$ cat config.mk
export PLATFORM = sky130hd
export DESIGN_NAME = sertx_path
export DESIGN_NICKNAME = d
export VERILOG_FILES = /design/src/rtl/sertx_path.sv
export SDC_FILE = /design/constraint.sdc
export NUM_CORES = 1
export LEC_CHECK = 0
export BUFFER_PORTS_ARGS = -buffer_cell sky130_fd_sc_hd__buf_2
export CORE_MARGIN = 2
export CORE_UTILIZATION = 40
export CTS_CLUSTER_DIAMETER = 150
export DETAILED_ROUTE_END_ITERATION = 16
export PLACE_DENSITY = 0.63
export SYNTH_ARGS = -nofsm -noshare
export SYNTH_HDL_FRONTEND = slang
export SYNTH_SLANG_ARGS = --single-unit
export TNS_END_PERCENT = 30
$ cat constraint.sdc
create_clock -name clk_fast -period 2.1 [get_ports clk_fast]
set_input_delay 0 -clock clk_fast [delete_from_list [all_inputs] [get_ports clk_fast]]
set_output_delay 0 -clock clk_fast [all_outputs]
set_load 0.03 [all_outputs]
$ cat src/rtl/sertx_path.sv
module sertx_path #(
  parameter int          WORD_W    = 20,
  parameter logic [7:0]  LFSR_SEED = 8'h01
) (
  input  logic              clk_fast,
  input  logic              rst_n,
  input  logic              ref_clk,
  input  logic [WORD_W-1:0] word_in,
  input  logic [1:0]        src_sel,
  input  logic [1:0]        dly_code,
  output logic              tap_main,
  output logic              tap_post
);
  localparam int CNT_W = $clog2(WORD_W);
  localparam logic [CNT_W-1:0] CNT_LAST = CNT_W'(WORD_W - 1);

  logic              ref_q;
  logic [CNT_W-1:0]  cnt;
  logic [WORD_W-1:0] shreg;
  logic [7:0]        lfsr;
  logic              alt;
  logic [3:0]        hist;
  logic              src_bit;

  wire ref_rise = ref_clk & ~ref_q;
  wire load     = (cnt == '0);
  wire lfsr_fb  = lfsr[7] ^ lfsr[5] ^ lfsr[4] ^ lfsr[3];

  always_comb begin
    case (src_sel)
      2'b00:   src_bit = shreg[WORD_W-1];
      2'b01:   src_bit = lfsr[7];
      2'b10:   src_bit = alt;
      default: src_bit = load;
    endcase
  end

  always_ff @(posedge clk_fast) begin
    if (!rst_n) begin
      ref_q    <= 1'b0;
      cnt      <= '0;
      shreg    <= '0;
      lfsr     <= LFSR_SEED;
      alt      <= 1'b0;
      tap_main <= 1'b0;
      hist     <= '0;
    end else begin
      ref_q <= ref_clk;
      if (ref_rise || cnt == CNT_LAST) cnt <= '0;
      else                             cnt <= cnt + 1'b1;
      shreg    <= load ? word_in : {shreg[WORD_W-2:0], 1'b0};
      lfsr     <= {lfsr[6:0], lfsr_fb};
      alt      <= ~alt;
      tap_main <= src_bit;
      hist     <= {hist[2:0], tap_main};
    end
  end

  assign tap_post = ~hist[2'd3 - dly_code];
endmodule

---- Yosys cells after proc, flatten, opt, wreduce, memory -nomap -nowiden ----
Cells that the tools add are included.
storage, ports and cells
  output and inout port bits .............. 2
  logic and storage cells ................. 31
  bits in registers ....................... 40
  bits of input ports ..................... 27
operators by class
  add/subtract/negate cells ............... 2
  magnitude comparators ................... 1
  multiplexer cells ....................... 4
  bitwise logic cells ..................... 8
  equal/unequal tests ..................... 3
  reduce and logical (&&, ||, !) cells .... 5
operators with widths
  kind                   count
  $mux W20               1
  $add A5 B1 Y5 const B  1
  $eq A5 B5 Y1 const B   1
  $logic_not A5 Y1       1
  $not A1 Y1             4
  $lt A2 B3 Y1 const B   1
  $pmux W1 S3            1
  $xor A1 B1 Y1          3
  $bmux W1 S2            1
  $eq A2 B1 Y1 const B   1
  $eq A2 B2 Y1 const B   1
  $logic_not A2 Y1       1
  $reduce_and A2 Y1      1
  $reduce_or A2 Y1       1
  $sub A2 B2 Y2 const A  1
  $and A1 B1 Y1          1
  $logic_or A1 B1 Y1     1
  $mux W1                1

---- Longest topological paths before layout ----
  depth after elaboration ................. 4
  depth in mapped cells ................... 7
  mapped depth without buffers ............ 5

---- Worst setup path before layout ----
No wires, ideal clock.
  kind .................................... register to register
  from .................................... reg cnt[0]
  to ...................................... reg shreg[10]
  path slack .............................. 0.632 ns
  data required time ...................... 1.982 ns
  period minus slack after synthesis ...... 1.468 ns
  arrival time ............................ 1.350 ns
  library setup time ...................... 0.118 ns
  buffers on the path ..................... 2
  cell stages (with the launch flop) ...... 8
  cells stage by stage .................... dfxtp_1 > inv_1 > ha_1 > or4b_1 > buf_6 > buf_12 > nand2_4 > a21boi_2
between the ends
  word-level cells in the longest chain between the ends .. 2
ends and longest elaborated chain
  item                      RTL line  source
  start: declaration        18        logic [CNT_W-1:0] cnt;
  start signal: assignment  50        else cnt <= cnt + 1'b1;
  $logic_not A5 Y1          26        wire load = (cnt == '0);
  $mux W20                  51        shreg <= load ? word_in : {shreg[WORD_W-2:0], 1'b0};
  end signal: assignment    51
  end: declaration          19        logic [WORD_W-1:0] shreg;
No other way between the ends.
A chain may end at the register's enable or synchronous reset.

---- Worst setup path in the final report ----
  from .................................... reg cnt[0]
  to ...................................... reg tap_main
between the ends
  word-level cells in the longest chain between the ends .. 2
ends and longest elaborated chain
  item                    RTL line  source
  $logic_not A5 Y1        26
  $pmux W1 S3             30        case (src_sel)
  end signal: assignment  54        tap_main <= src_bit;
  end: declaration        11        output logic tap_main,
No other way between the ends.

==> flow_metrics.tcl <==
set metrics [dict create \
    critPathLaunchType "flop" \
    slowest_delay_ps 470 \
    cts_tree "built" \
    setup_viol 0 \
    crit_buf_inv 1 \
    hold_viol 0 \
    ys_types 28 \
    die_h_um 66.88 \
    rsz0062_at_grt "false" \
    antenna_found_initial 0 \
    critPathCaptureType "flop" \
    io_buffer_count 28 \
    io_pins 29 \
    regArea_um2 800.8 \
    final_common_cell "dfxtp_1" \
    fin_setup_tns_ps 0 \
    multiInputGateArea_um2 715.7 \
    grt_pass1_wl_um 4498 \
    crit_chain "inv_1 -> ha_1 -> nor4b_2 -> mux4_2 -> and2_1" \
    syn-num-nets 180 \
    hold_class "in2reg" \
    critPathMaxFanout 4 \
    via_per_inst 4.538 \
    antenna_left 0 \
    slowest_stage "mux4_2" \
    netlist_instances 151 \
    first_pass_iters 6 \
    fin_util_pct 54.85 \
    period_minus_slack_ps 1540 \
    worstSetupPathType "reg2reg" \
    finalWeightedCongestion 0.6565 \
    path_clk_slew_ps 70 \
    max_cap_viol_count 0 \
    vdd_drop_max_mv 0.3982 \
    crit_required_ps 2280 \
    finClkSkew_ps 3.576 \
    initial_core_util_pct 42.25 \
    yosys_warnings 0 \
    vias 1139 \
    critPathLaunch "cnt[0]$_SDFF_PP0_" \
    wl_um 2643 \
    leakagePower_nw 0.9578 \
    avgSynthCellArea_um2 10.47 \
    ys_seq_area_share_pct 50.63 \
    drt_iter0_drc 61 \
    ys_ff_latch 40 \
    grt_max_degree 37 \
    cts_made_buffers 5 \
    hold_buffers 21 \
    ctsResizeCount 0 \
    grtUsageTotal_pct 13.93 \
    cts_sinks 40 \
    grt_pass1_vias 1082 \
    wl_per_cell_um 10.53 \
    layout_common_cells "dfxtp_1 (40), nand2_1 (30), buf_2 (28)" \
    cts_setup_buffers 0 \
    row_count 22 \
    syn2layout_area_growth_pct 29.83 \
    grt.overflow.total 0 \
    syn_area_um2 1582 \
    slew_violations 0 \
    maxSlewHeadroom_pct 65.42 \
    cts-root-buf "clkbuf_8" \
    cp.arrival_ps 1720 \
    dieArea_um2 4473 \
    clk_path_buf_depth 2 \
    hp-start "src_sel[1]" \
    clk_latency_ps 290 \
    dpl.hpwl_um 1720 \
    timing.rr.start "cnt[0]$_SDFF_PP0_" \
    nets 231 \
    diodes 0 \
    fmax_ghz 0.6495 \
    cp_top_family "multiplexers" \
    die_w_um 66.88 \
    core_area_um2 3744 \
    fillers 341 \
    powerDensity_nw_per_um2 746.8 \
    outcome "completed" \
    htreeDepth 2 \
    drc 0 \
    drive_above_1_share_pct 30.05 \
    timing.final.crit_share_pct 73.32 \
    tightest_slew_ps 513.2 \
]
-- metrics by stage --
| stage | power, mW | area (um2) | hold slack (ps) | std cells | setup WS (ps) |
|---|---|---|---|---|---|
| global placement | 1.007 | 1750 | 223.2 | 222 | 587.9 |
| global route | 1.620 | 2053 | 100.1 | 251 | 446.9 |
| CTS | 1.555 | 2053 | 90.30 | 251 | 551.7 |
| finish | 1.533 | 2053 | 97.64 | 251 | 560.4 |
| detailed placement | 1.013 | 1750 | 229.2 | 222 | 567.7 |
| floorplan | 0.9731 | 1582 | 127.3 | 151 | 631.9 |
-- worst register-to-register path, cell delays in order (launching register included) --
cell	delay (ps)
dfxtp_1	370
inv_1	60
ha_1	200
nor4b_2	170
mux4_2	470
and2_1	160
-- state kept, by name (all words and copies together), names as in the netlist --
register	count
tap_main	1
shreg	20
hist	4
alt	1
cnt	5
ref_q	1
lfsr	8
-- where the power goes --
part	total, mW	switching, mW	internal, mW
Clock	0.511	0.249	0.262
Sequential	0.826	0.0218	0.804
Combinational	0.197	0.0952	0.102
-- final cells by class --
cell class	instances	share of cell area, %
Clock buffer	6	4.022
Clock inverter	2	0.4875
Inverter	5	0.9141
Multi-Input combinational cell	99	34.86
Sequential cell	40	39.00
Tap cell	48	2.925
Timing Repair Buffer	51	17.79
-- per-layer routing --
metal / vias to the layer above / track usage [%] / part of all wire, %
li1: 590 / - / -
met1: 519 / 14.30 / 44
met2: 25 / 23.88 / 49
met3: 5 / 4.730 / 5.9
met4: 0 / 9.184 / 1.6
met5: - / 0 / 0
-- worst paths after layout --
path | depth (start not counted) | to | slack, ps
min reg2reg | 1 | alt$_SDFF_PN0_ | 430
min | 3 | tap_main$_SDFF_PN0_ | 100
max reg2reg | 5 | tap_main$_SDFF_PN0_ | 560
max | 5 | tap_main$_SDFF_PN0_ | 560
-- kinds of logic (layout without fill, tap and decap cells) --
kind of cell	Yosys count	count (layout)	share of synthesized area [%]
adder cells (fa/ha/maj)	2	2	1.582
AO/OA/AOI/OAI	24	24	12.97
multiplexers	2	2	2.848
AND/OR/NAND/NOR	67	67	25.24
XOR/XNOR	4	4	2.216
buffers and inverters	12	64	4.510
flip-flops	40	40	50.63
-- cell usage after synthesis --
master	n	area share [%]
ha_1	2	1.6
a21boi_2	10	7.1
and3b_1	1	0.55
clkbuf_1	3	0.71
nor4b_1	1	0.55
xnor2_1	1	0.55
a21boi_1	9	4.3
or4b_1	1	0.63
buf_6	1	0.71
buf_12	1	1.3
nand2_1	30	7.1
nand2_4	10	7.1
nand3b_1	1	0.47
nor3b_1	1	0.47
nor2_1	1	0.24
and2_1	13	5.1
nor3_1	2	0.63
nand3_1	1	0.32
xor2_1	3	1.7
dfxtp_1	40	51
and3_1	1	0.40
buf_2	2	0.63
mux4_2	2	2.8
nand2b_1	1	0.40
a21oi_1	2	0.63
inv_1	5	1.2
o21ai_0	3	0.95
nor2b_1	3	1.2
Note: power is estimated with default switching activity, not from simulation.
